<file path="src/rtl/duo_timer_pkg.sv">
package duo_timer_pkg;
  typedef enum logic [1:0] {
    CFG_SPLIT = 2'd0,
    CFG_JOIN  = 2'd1,
    CFG_RTC   = 2'd2
  } cfg_e;

  typedef enum logic [1:0] {
    MD_ONESHOT  = 2'd0,
    MD_PERIODIC = 2'd1,
    MD_EDGE     = 2'd2
  } mode_e;

  localparam int ADR_CFG     = 0;
  localparam int ADR_CTRL    = 1;
  localparam int ADR_MODE_A  = 2;
  localparam int ADR_LOAD_A  = 4;
  localparam int ADR_MATCH_A = 6;
  localparam int ADR_PRE_A   = 8;
  localparam int ADR_PM_A    = 10;
  localparam int ADR_MASK    = 12;
  localparam int ADR_CLR     = 13;

  localparam int NEVT = 4;
endpackage

</file>
<file path="src/rtl/dt_edge_sync.sv">
module dt_edge_sync #(
  parameter int STAGES = 2
) (
  input  logic clk_i,
  input  logic rst_ni,
  input  logic pin_i,
  output logic rise_o
);
  logic [STAGES:0] sync_q;

  always_ff @(posedge clk_i or negedge rst_ni) begin
    if (!rst_ni) sync_q <= '0;
    else         sync_q <= {sync_q[STAGES-1:0], pin_i};
  end

  assign rise_o = sync_q[STAGES-1] & ~sync_q[STAGES];
endmodule

</file>
<file path="src/rtl/dt_rtc_div.sv">
module dt_rtc_div #(
  parameter int DIV = 32768
) (
  input  logic clk_i,
  input  logic rst_ni,
  input  logic rise_i,
  output logic tick_o
);
  localparam int CNTW = (DIV > 1) ? $clog2(DIV) : 1;
  localparam logic [CNTW-1:0] LAST = CNTW'(DIV - 1);

  logic [CNTW-1:0] cnt_q;

  assign tick_o = rise_i && (cnt_q == LAST);

  always_ff @(posedge clk_i or negedge rst_ni) begin
    if (!rst_ni)     cnt_q <= '0;
    else if (tick_o) cnt_q <= '0;
    else if (rise_i) cnt_q <= cnt_q + 1'b1;
  end
endmodule

</file>
<file path="src/rtl/dt_prescale.sv">
module dt_prescale #(
  parameter int PW = 8
) (
  input  logic          clk_i,
  input  logic          rst_ni,
  input  logic          en_i,
  input  logic          ev_i,
  input  logic [PW-1:0] pre_i,
  input  logic [PW-1:0] pmatch_i,
  output logic          tick_o,
  output logic          at_pmatch_o
);
  logic [PW-1:0] pcnt_q;

  assign tick_o      = en_i && ev_i && (pcnt_q >= pre_i);
  assign at_pmatch_o = (pcnt_q == pmatch_i);

  always_ff @(posedge clk_i or negedge rst_ni) begin
    if (!rst_ni)     pcnt_q <= '0;
    else if (!en_i)  pcnt_q <= '0;
    else if (tick_o) pcnt_q <= '0;
    else if (ev_i)   pcnt_q <= pcnt_q + 1'b1;
  end
endmodule

</file>
<file path="src/rtl/dt_irq.sv">
module dt_irq #(
  parameter int N = 4
) (
  input  logic         clk_i,
  input  logic         rst_ni,
  input  logic [N-1:0] evt_i,
  input  logic         clr_we_i,
  input  logic         mask_we_i,
  input  logic [N-1:0] data_i,
  output logic [N-1:0] raw_o,
  output logic [N-1:0] mis_o,
  output logic         irq_o
);
  logic [N-1:0] raw_q, mask_q, clr_bits;

  assign clr_bits = clr_we_i ? data_i : '0;

  always_ff @(posedge clk_i or negedge rst_ni) begin
    if (!rst_ni) begin
      raw_q  <= '0;
      mask_q <= '0;
    end else begin
      raw_q <= (raw_q & ~clr_bits) | evt_i;
      if (mask_we_i) mask_q <= data_i;
    end
  end

  assign raw_o = raw_q;
  assign mis_o = raw_q & mask_q;
  assign irq_o = |mis_o;
endmodule

</file>
<file path="src/rtl/duo_timer.sv">
module duo_timer
  import duo_timer_pkg::*;
#(
  parameter int CW      = 16,
  parameter int PW      = 8,
  parameter int AW      = 4,
  parameter int DW      = 16,
  parameter int RTC_DIV = 32768,
  parameter int SYNC    = 2
) (
  input  logic          clk_i,
  input  logic          rst_ni,
  input  logic          wr_en_i,
  input  logic [AW-1:0] wr_addr_i,
  input  logic [DW-1:0] wr_data_i,
  input  logic          cap_a_i,
  input  logic          cap_b_i,
  input  logic          rtc_in_i,
  output logic [CW-1:0] cnt_a_o,
  output logic [CW-1:0] cnt_b_o,
  output logic [3:0]    raw_o,
  output logic [3:0]    mis_o,
  output logic          irq_o
);
  localparam int WW = 2 * CW;

  // arithmetic of one counting step
  function automatic logic [CW-1:0] step_half(input logic [CW-1:0] c,
                                              input logic [CW-1:0] ld,
                                              input logic reload);
    if (c == '0) return reload ? ld : c;
    return c - 1'b1;
  endfunction

  function automatic logic [WW-1:0] step_word(input logic [WW-1:0] c,
                                              input logic [WW-1:0] ld,
                                              input logic reload);
    if (c == '0) return reload ? ld : c;
    return c - 1'b1;
  endfunction

  cfg_e          cfg_q;
  logic [1:0]    en_q;
  mode_e         mode_q  [2];
  logic [CW-1:0] load_q  [2];
  logic [CW-1:0] match_q [2];
  logic [CW-1:0] cnt_q   [2];
  logic [PW-1:0] pre_q   [2];
  logic [PW-1:0] pm_q    [2];

  logic [1:0] run, ev, tick, at_pm, cap_rise, cap_pin;
  logic       rtc_rise, rtc_tick;

  // named events for the checker
  logic joined, rtc_mode, en_a, en_b, a_oneshot, b_oneshot, a_tick;
  logic a_to_evt, a_match_evt, b_to_evt, b_match_evt;
  logic cfg_we, ctrl_we, mask_we, clr_we, ld_a_we, ld_b_we;
  logic [WW-1:0] wide_q, wide_nxt;

  assign cfg_we  = wr_en_i && (wr_addr_i == AW'(ADR_CFG));
  assign ctrl_we = wr_en_i && (wr_addr_i == AW'(ADR_CTRL));
  assign mask_we = wr_en_i && (wr_addr_i == AW'(ADR_MASK));
  assign clr_we  = wr_en_i && (wr_addr_i == AW'(ADR_CLR));
  assign ld_a_we = wr_en_i && (wr_addr_i == AW'(ADR_LOAD_A));
  assign ld_b_we = wr_en_i && (wr_addr_i == AW'(ADR_LOAD_A + 1));

  assign joined    = (cfg_q == CFG_JOIN) || (cfg_q == CFG_RTC);
  assign rtc_mode  = (cfg_q == CFG_RTC);
  assign en_a      = en_q[0];
  assign en_b      = en_q[1];
  assign a_oneshot = (mode_q[0] == MD_ONESHOT);
  assign b_oneshot = (mode_q[1] == MD_ONESHOT);
  assign a_tick    = tick[0];
  assign cap_pin   = {cap_b_i, cap_a_i};

  assign wide_q   = {cnt_q[1], cnt_q[0]};
  assign wide_nxt = step_word(wide_q, {load_q[1], load_q[0]}, !a_oneshot);

  assign a_to_evt    = tick[0] && (joined ? (wide_q == '0) : (cnt_q[0] == '0));
  assign a_match_evt = run[0] && ev[0] && at_pm[0] &&
                       (joined ? (wide_q == {match_q[1], match_q[0]})
                               : (cnt_q[0] == match_q[0]));
  assign b_to_evt    = tick[1] && (cnt_q[1] == '0);
  assign b_match_evt = run[1] && ev[1] && at_pm[1] && (cnt_q[1] == match_q[1]);

  // calendar pacing
  dt_edge_sync #(.STAGES(SYNC)) u_rtc_sync (
    .clk_i (clk_i),
    .rst_ni(rst_ni),
    .pin_i (rtc_in_i),
    .rise_o(rtc_rise)
  );

  dt_rtc_div #(.DIV(RTC_DIV)) u_rtc_div (
    .clk_i (clk_i),
    .rst_ni(rst_ni),
    .rise_i(rtc_rise),
    .tick_o(rtc_tick)
  );

  for (genvar h = 0; h < 2; h++) begin : g_half
    logic          mode_we, match_we, pre_we, pm_we, ld_we, adv;
    logic [CW-1:0] nxt;

    assign mode_we  = wr_en_i && (wr_addr_i == AW'(ADR_MODE_A + h));
    assign ld_we    = wr_en_i && (wr_addr_i == AW'(ADR_LOAD_A + h));
    assign match_we = wr_en_i && (wr_addr_i == AW'(ADR_MATCH_A + h));
    assign pre_we   = wr_en_i && (wr_addr_i == AW'(ADR_PRE_A + h));
    assign pm_we    = wr_en_i && (wr_addr_i == AW'(ADR_PM_A + h));

    if (h == 0) begin : g_src_a
      assign run[h] = en_q[h];
      assign ev[h]  = rtc_mode ? rtc_tick
                    : ((mode_q[h] == MD_EDGE) ? cap_rise[h] : 1'b1);
    end else begin : g_src_b
      assign run[h] = en_q[h] && !joined;
      assign ev[h]  = (mode_q[h] == MD_EDGE) ? cap_rise[h] : 1'b1;
    end

    dt_edge_sync #(.STAGES(SYNC)) u_cap (
      .clk_i (clk_i),
      .rst_ni(rst_ni),
      .pin_i (cap_pin[h]),
      .rise_o(cap_rise[h])
    );

    dt_prescale #(.PW(PW)) u_pre (
      .clk_i      (clk_i),
      .rst_ni     (rst_ni),
      .en_i       (run[h]),
      .ev_i       (ev[h]),
      .pre_i      (pre_q[h]),
      .pmatch_i   (pm_q[h]),
      .tick_o     (tick[h]),
      .at_pmatch_o(at_pm[h])
    );

    assign adv = joined ? tick[0] : tick[h];
    assign nxt = joined ? wide_nxt[h*CW +: CW]
                        : step_half(cnt_q[h], load_q[h], mode_q[h] != MD_ONESHOT);

    always_ff @(posedge clk_i or negedge rst_ni) begin
      if (!rst_ni) begin
        mode_q[h]  <= MD_ONESHOT;
        load_q[h]  <= '1;
        match_q[h] <= '0;
        pre_q[h]   <= '0;
        pm_q[h]    <= '0;
        cnt_q[h]   <= '1;
      end else begin
        if (mode_we)  mode_q[h]  <= mode_e'(wr_data_i[1:0]);
        if (match_we) match_q[h] <= wr_data_i[CW-1:0];
        if (pre_we)   pre_q[h]   <= wr_data_i[PW-1:0];
        if (pm_we)    pm_q[h]    <= wr_data_i[PW-1:0];
        if (ld_we) begin
          load_q[h] <= wr_data_i[CW-1:0];
          cnt_q[h]  <= wr_data_i[CW-1:0];
        end else if (adv) begin
          cnt_q[h]  <= nxt;
        end
      end
    end
  end

  always_ff @(posedge clk_i or negedge rst_ni) begin
    if (!rst_ni) begin
      cfg_q <= CFG_SPLIT;
      en_q  <= '0;
    end else begin
      if (cfg_we) cfg_q <= cfg_e'(wr_data_i[1:0]);
      if (ctrl_we) begin
        en_q <= wr_data_i[1:0];
      end else begin
        if (a_to_evt && a_oneshot) en_q[0] <= 1'b0;
        if (b_to_evt && b_oneshot) en_q[1] <= 1'b0;
      end
    end
  end

  dt_irq #(.N(NEVT)) u_irq (
    .clk_i    (clk_i),
    .rst_ni   (rst_ni),
    .evt_i    ({b_match_evt, b_to_evt, a_match_evt, a_to_evt}),
    .clr_we_i (clr_we),
    .mask_we_i(mask_we),
    .data_i   (wr_data_i[NEVT-1:0]),
    .raw_o    (raw_o),
    .mis_o    (mis_o),
    .irq_o    (irq_o)
  );

  assign cnt_a_o = cnt_q[0];
  assign cnt_b_o = cnt_q[1];
endmodule

</file>
<file path="config.mk">
export PLATFORM = sky130hd
export DESIGN_NAME = duo_timer
export DESIGN_NICKNAME = d
export VERILOG_FILES = /design/src/rtl/duo_timer_pkg.sv /design/src/rtl/dt_edge_sync.sv /design/src/rtl/dt_rtc_div.sv /design/src/rtl/dt_prescale.sv /design/src/rtl/dt_irq.sv /design/src/rtl/duo_timer.sv
export SDC_FILE = /design/constraint.sdc
export NUM_CORES = 1
export LEC_CHECK = 0
export ABC_AREA = 1
export BUFFER_PORTS_ARGS = -buffer_cell sky130_fd_sc_hd__buf_4
export CAP_MARGIN = 5
export CELL_PAD_IN_SITES_DETAIL_PLACEMENT = 1
export CELL_PAD_IN_SITES_GLOBAL_PLACEMENT = 2
export CORE_AREA = 2 2 178 180
export DETAILED_ROUTE_END_ITERATION = 12
export DIE_AREA = 0 0 180 182
export MAX_ROUTING_LAYER = met4
export PLACE_DENSITY_LB_ADDON = 0.1
export SYNTH_ARGS = -nofsm -noshare
export SYNTH_HDL_FRONTEND = slang
export SYNTH_HIERARCHICAL = 1
export SYNTH_SLANG_ARGS = --single-unit
</file>
<file path="constraint.sdc">
create_clock -name clk_i -period 2.78 [get_ports clk_i]
set_input_delay 0.139 -clock clk_i [delete_from_list [all_inputs] [get_ports clk_i]]
set_output_delay 0.139 -clock clk_i [all_outputs]
set_load 0.01 [all_outputs]
</file>
==> Word level (Yosys, flattened, before mapping) <==
Index checks and enable logic that the tools add are counted.
{ "totals": {"reg_bits": 184, "in_bits": 26, "wordCells": 152} }
{ "classes": {"n_addsub": 6, "n_lt_le_gt_ge": 2, "n_eq_ne": 29, "mux": 36, "n_bitwise": 10, "reduce_logical": 46} }
{ "op_table": {"columns": ["op", "n"], "rows": [
  ["$mux 16", 12],
  ["$mux 32", 3],
  ["$mux 8", 6],
  ["$eq 16x16->1", 2],
  ["$eq 32x32->1", 1],
  ["$logic_not 16->1", 2],
  ["$logic_not 32->1", 1],
  ["$sub 16x1->16 const B", 2],
  ["$sub 32x1->32 const B", 1],
  ["$mux 15", 2],
  ["$logic_and 1x1->1", 28],
  ["$eq 4x4->1 const B", 6],
  ["$ne 5x5->1 const B", 4],
  ["$add 8x1->8 const B", 2],
  ["$eq 4x3->1 const B", 4],
  ["$eq 8x8->1", 2],
  ["$ge 8x8->1", 2],
  ["$add 15x1->15 const B", 1],
  ["$eq 15x15->1 const B", 1],
  ["$reduce_bool 2->1", 7],
  ["$mux 1", 11],
  ["$and 4x4->4", 2],
  ["$eq 4x2->1 const B", 2],
  ["$eq 2x2->1 const B", 3],
  ["16 further kinds", 22]
]} }

==> Logic depth before layout (Yosys ltp) <==
{ "logic_depth": {"ltp_word": 10, "mapped_depth": 24, "mapped_depth_nobuf": 23} }

==> Hierarchy <==
Netlist, hierarchy kept.
{ "by_module_without_submodules": {"columns": ["module", "instances", "cells_each", "area_per_inst_um2", "seq_area_each_um2"], "rows": [
  ["duo_timer", 1, 1080, 7843.8, 3483.3],
  ["dt_prescale", 2, 128, 803.3, 200.2],
  ["dt_rtc_div", 1, 113, 864.6, 375.4],
  ["dt_irq", 1, 49, 359.1, 200.2],
  ["dt_edge_sync", 3, 5, 85.1, 75.1]
]} }

==> Worst setup path before layout <==
No wires, ideal clock.
{ "synth_timing": {"kind": "register to register", "from": "register u_rtc_sync.sync_q[2]", "to": "register cnt_q, in the netlist cnt_b_o[13]", "arrival_ps": 2456, "required_ps": 2702, "path_slack_ps": 246, "stages_incl_launch_ff": 24, "n_path_buf": 1, "cell_sequence": "dfrtp_1 -> nor2_2 -> inv_2 -> nor2_4 -> nand2_4 -> nor2_8 -> nand2_1 -> nor3_2 -> inv_1 -> nand2_1 -> nand2_1 -> inv_1 -> nand2_1 -> inv_2 -> nand2_1 -> inv_1 -> inv_1 -> nor2_1 -> a21oi_1 -> nand2_1 -> nand3_2 -> buf_4 -> a21oi_1 -> nand2_1"} }
{ "synth_between": {"elab_chain_cells": 9} }
{ "synth_lines": {"columns": ["item", "line", "rtl"], "rows": [
  ["from (decl)", "dt_edge_sync.sv:9", "logic [STAGES:0] sync_q;"],
  ["from (signal assigned)", "dt_edge_sync.sv:13", "else sync_q <= {sync_q[STAGES-1:0], pin_i};"],
  ["$not 1->1", "dt_edge_sync.sv:16", "assign rise_o = sync_q[STAGES-1] & ~sync_q[STAGES];"],
  ["$and 1x1->1", "dt_edge_sync.sv:16", null],
  ["named net rtc_rise", "duo_timer.sv:52", "logic rtc_rise, rtc_tick;"],
  ["$logic_and 1x1->1", "dt_rtc_div.sv:14", "assign tick_o = rise_i && (cnt_q == LAST);"],
  ["named net rtc_tick", "duo_timer.sv:52", null],
  ["$mux 1", "duo_timer.sv:113", "assign ev[h] = rtc_mode ? rtc_tick"],
  ["named net ev[0]", "duo_timer.sv:51", "logic [1:0] run, ev, tick, at_pm, cap_rise, cap_pin;"],
  ["$logic_and 1x1->1 (2 in a row)", "dt_prescale.sv:15", "assign tick_o = en_i && ev_i && (pcnt_q >= pre_i);"],
  ["named net a_tick", "duo_timer.sv:55", "logic joined, rtc_mode, en_a, en_b, a_oneshot, b_oneshot, a_tick;"],
  ["$mux 1", "duo_timer.sv:138", "assign adv = joined ? tick[0] : tick[h];"],
  ["$reduce_bool 2->1 (no line)", null, null],
  ["$reduce_and 3->1 (no line)", null, null],
  ["to (signal, indexed assignment)", "duo_timer.sv:157", "cnt_q[h] <= wr_data_i[CW-1:0];"],
  ["to (signal, indexed assignment)", "duo_timer.sv:159", "cnt_q[h] <= nxt;"],
  ["to (decl)", "duo_timer.sv:47", "logic [CW-1:0] cnt_q [2];"]
]} }
The timed path passes the listed nets, and every way through them passes these cells.
A chain may end at the register's enable or synchronous reset.

==> Worst setup path after layout <==
{ "layout_timing": {"from": "register u_rtc_div.cnt_q[1]", "to": "register cnt_q, in the netlist cnt_b_o[12]"} }
{ "layout_between": {"elab_chain_cells": 8} }
{ "layout_lines": {"columns": ["item", "line", "rtl"], "rows": [
  ["from (decl)", "dt_rtc_div.sv:12", "logic [CNTW-1:0] cnt_q;"],
  ["from (signal assigned)", "dt_rtc_div.sv:19", "else if (rise_i) cnt_q <= cnt_q + 1'b1;"],
  ["$eq 15x15->1", "dt_rtc_div.sv:14", null],
  ["$logic_and 1x1->1", "dt_rtc_div.sv:14", null],
  ["named net rtc_tick", "duo_timer.sv:52", null],
  ["$mux 1", "duo_timer.sv:113", null],
  ["named net ev[0]", "duo_timer.sv:51", null],
  ["$logic_and 1x1->1 (2 in a row)", "dt_prescale.sv:15", null],
  ["named net a_tick", "duo_timer.sv:55", null],
  ["$mux 1", "duo_timer.sv:138", null],
  ["$reduce_bool 2->1 (no line)", null, null],
  ["$reduce_and 3->1 (no line)", null, null]
]} }
The timed path passes the listed nets, and every way through them passes these cells.

==> impl_results.md <==
- Crit end category: flip-flop
- Required arrival time at the worst endpoint: 3.16 ns
- Clk root buf: sky130_fd_sc_hd__clkbuf_16
- Gate Count Post-Synth: 1,513
- Count of maximum capacitance violations: 0
- Yosys top cell by area: sky130_fd_sc_hd__dfrtp_1
- Global-route wire length before repair: 59,800 µm
- Ys flop type: sky130_fd_sc_hd__dfrtp_1
- Synth area leaders: sky130_fd_sc_hd__dfrtp_1 27%, sky130_fd_sc_hd__nand2_1 17%, sky130_fd_sc_hd__dfstp_2 15%
- Maximum clock skew at final layout: 0.0123 ns
- Cell count after placement: 1,974
- Share of flip-flops with an asynchronous set or reset: 100%
- Number of DRC markers after the initial detailed-route iteration: 446
- Number of ports placed on the die boundary: 67
- Sink count of the clock tree: 184
- Final cell area excluding filler cells: 13,000 µm²
- Worst max-slew margin expressed relative to the limit: 38.7%
- Share of total power in combinational logic: 39.4%
- Total global routing overflow: 0
- Count of flip-flops with a built-in enable after synthesis: 0
- YS warnings: 6
- Internal power of the cells: 6.71 mW
- Final Wtd Congestion: 0.820
- Power share of the sequential group: 38.1%
- Avg Vias per Cell: 4.94
- IO buf count: 66
- Overall routing resource usage: 24.2%
- DR WL/cell: 18.2 µm
- Final Non-Filler Cells: 2,034
- Highest clock rate: 382 MHz
- Standard-cell rows: 65
- Routed via count: 10.0k
- Length of the first detailed-routing pass in iterations: 5
- Reported net switching power: 4.90 mW
- Largest net degree at the start of global routing: 73
- Final Setup Violations: 0
- Dominant cell by count in the synthesized netlist: sky130_fd_sc_hd__nand2_1
- Unrepaired setup endpoints after global routing: true
- Total Die Area: 32,800 µm²
- Outcome: finished, final reports clean
- CTS tree: yes
- Hold violation total from the final report: 0
- Crit path max fanout: 8
- Average cell area after synthesis: 7.22 µm²
- Proportion of power drawn by the clock network: 22.5%
- Worst slack after detailed placement: -0.240 ns
- Max-slew violation total from the final report: 0
- Minimum period implied by the final worst setup slack: 2.62 ns
- Layout cell share with drive strength beyond 1: 17.5%
- DRC violation count after routing: 0
- Final worst-path setup slack: 0.160 ns
- Number of antenna violations at the first check in global routing: 0
- Number of buffers created by CTS: 17
- Share of the synthesized area in the top cell type: 27.5%
- Critical path data arrival time: 3.00 ns
- Depth of the CTS H-tree: 4
- Share of the yosys chip area belonging to registers: 42.9%
- Maximum ir drop on the vdd rail: 0.000473 V
- Critical setup path kind: reg -> reg
- Commonest cells in the netlist: 485 x sky130_fd_sc_hd__nand2_1, 177 x sky130_fd_sc_hd__inv_1, 160 x sky130_fd_sc_hd__nor2_1
- Clock latency reported for the late side of the worst-skew pair: 0.45 ns
- Final total power: 11.6 mW
- Classification of the worst-slack hold path: in -> reg
- Horizontal extent of the die: 180 µm
- Net Count, Synth: 1,563
- Number of register bits inferred by synthesis: 184
- Pin slew with the least headroom to its limit: 0.917 ns
- Pwr/cell area: 895 nW/µm²
- Mapped cell area: 10,900 µm²
- Initial core utilization: 35.3%
- Number of different library cells in the post-synthesis netlist: 42
- Fin crit share: 94.2%
- Leakage dissipation: 6.38 nW
- FILL cells: 3,842
- Die height: 182 µm
- Layout area overhead: 18.7%
- Final #Nets: 1,669
- Clock input transition at the sequential cells of the worst setup and hold paths: 0.08 ns
- Drt total wl: 37,000 µm
- Share of total power consumed by net switching: 42.2%
- Placed wire-length estimate: 27,600 µm
- Core Box Area: 31,000 µm²
- Number of nets with antenna violations after detailed routing: 0
- Maximum buffer depth of the clock tree: 2
- Placed cell areas: 12,000 µm²
- Number of antenna cells inserted: 0
- Number of global-route vias before repair: 10.5k
- Worst Setup Start Kind: flip-flop
-- sequential cells by signal, indices dropped and copies added, names as in the netlist --
register	flops
u_rtc_sync/sync_q	3
cfg_q	2
g_half.u_pre/pcnt_q	16
u_irq/raw_o	4
g_half.u_cap/sync_q	6
match_q	32
load_q	32
en_q	2
pm_q	16
pre_q	16
cnt_b_o	16
cnt_a_o	16
u_rtc_div/cnt_q	15
u_irq/mask_q	4
mode_q	4
-- per-layer routing --
layer	vias up	GRT usage (%)	part of all wire [%]
met5	-	-	0
met4	0	7.15	2.1
met3	35	2.61	1.8
met2	100	40.4	49
met1	4940	31.0	47
li1	4973	-	-
-- through the flow --
step / utilization (%) / setup TNS (ns) / hold slack [ns]
2_1_floorplan: - / 0 / -0.157
3_3_place_gp: 38.8 / -0.896 / 0.225
3_5_place_dp: 38.8 / -3.60 / 0.223
4_1_cts: 41.5 / 0 / 0.0779
5_1_grt: 41.9 / -0.178 / 0.123
6_report: 41.9 / 0 / 0.103
-- cell type report --
type	count	area (µm²)	area share [%]
Clock buffer	18	439	3.39
Clock inverter	14	171	1.32
Inverter	183	687	5.30
Multi-Input combinational cell	1106	5440	41.9
Sequential cell	184	4680	36.1
Tap cell	402	503	3.88
Timing Repair Buffer	127	1050	8.07
-- cells in the final DEF (no fill, tap or decap), types with 12 or more instances in the layout --
| cell | n |
|---|---|
| sky130_fd_sc_hd__dfrtp_1 | 120 |
| sky130_fd_sc_hd__a21oi_1 | 28 |
| sky130_fd_sc_hd__xor2_1 | 14 |
| sky130_fd_sc_hd__xnor2_1 | 25 |
| sky130_fd_sc_hd__nor3_1 | 12 |
| sky130_fd_sc_hd__nand3_1 | 119 |
| sky130_fd_sc_hd__nor2_1 | 157 |
| sky130_fd_sc_hd__dfstp_2 | 64 |
| sky130_fd_sc_hd__inv_1 | 174 |
| sky130_fd_sc_hd__ha_1 | 23 |
| sky130_fd_sc_hd__nand2_2 | 14 |
| sky130_fd_sc_hd__o21ai_0 | 128 |
| sky130_fd_sc_hd__clkbuf_16 | 17 |
| sky130_fd_sc_hd__nor2_2 | 18 |
| sky130_fd_sc_hd__nand2_1 | 479 |
| sky130_fd_sc_hd__buf_4 | 103 |
| sky130_fd_sc_hd__dlygate4sd3_1 | 20 |
-- power by group through the flow --
stage	sequential, mW	clock (mW)	combinational (mW)
after floorplan	4.15	0	2.99
after global placement	4.45	0	4.44
after detailed placement	4.47	0	4.52
after CTS	4.42	2.69	4.57
after global routing	4.53	2.78	5.20
final	4.42	2.61	4.58
-- worst paths after layout --
kind                       cells past startpoint                 startpoint  slack (ns)                        end
setup / recovery                              22         u_rtc_div/cnt_q[1]        0.16                cnt_b_o[12]
hold / removal                                 5               wr_addr_i[1]        0.10             u_irq/raw_o[0]
setup reg to reg                              22         u_rtc_div/cnt_q[1]        0.16                cnt_b_o[12]
hold reg to reg                                0  g_half[0].u_cap/sync_q[0]        0.35  g_half[0].u_cap/sync_q[1]
max in group asynchronous                      3                     rst_ni        1.65                  load_q[3]
min in group asynchronous                      2                     rst_ni        0.28                match_q[14]
-- timing repair --
action                     in CTS  in global routing
gates resized for setup         5                 17
buffers inserted                0                  7
pin swaps                       1                 11
hold buffers                   20                  0
setup endpoints to repair      16                 16
gates cloned                    1                  0
hold endpoints to repair       80                  0
-- critical path, cell delays in order, from the launching register on --
cell,delay (ns)
sky130_fd_sc_hd__dfrtp_1,0.38
sky130_fd_sc_hd__ha_2,0.20
sky130_fd_sc_hd__nand2_2,0.06
sky130_fd_sc_hd__nor2_4,0.14
sky130_fd_sc_hd__nand2_4,0.08
sky130_fd_sc_hd__nor2_8,0.13
sky130_fd_sc_hd__nand2_2,0.06
sky130_fd_sc_hd__nor3_2,0.17
sky130_fd_sc_hd__inv_1,0.06
sky130_fd_sc_hd__nand2_1,0.07
sky130_fd_sc_hd__nand2_2,0.06
sky130_fd_sc_hd__inv_2,0.06
sky130_fd_sc_hd__nand2_2,0.05
sky130_fd_sc_hd__inv_2,0.06
sky130_fd_sc_hd__nand2_2,0.04
sky130_fd_sc_hd__inv_2,0.07
sky130_fd_sc_hd__inv_2,0.05
sky130_fd_sc_hd__nor2_4,0.11
sky130_fd_sc_hd__a21oi_2,0.05
sky130_fd_sc_hd__nand2_2,0.16
sky130_fd_sc_hd__nand3_4,0.22
sky130_fd_sc_hd__a21oi_1,0.21
sky130_fd_sc_hd__nand2_1,0.07
-- cell families after synthesis --
kind of cell / share of synthesized area (%)
and+or+nand+nor: 33.6
buffers and inverters: 8.15
AOI/OAI and AO/OA: 9.53
DFF: 42.9
xor gates and xnor gates: 3.13
adders and majority gates: 2.75
Power figures use the tool's default switching activity.
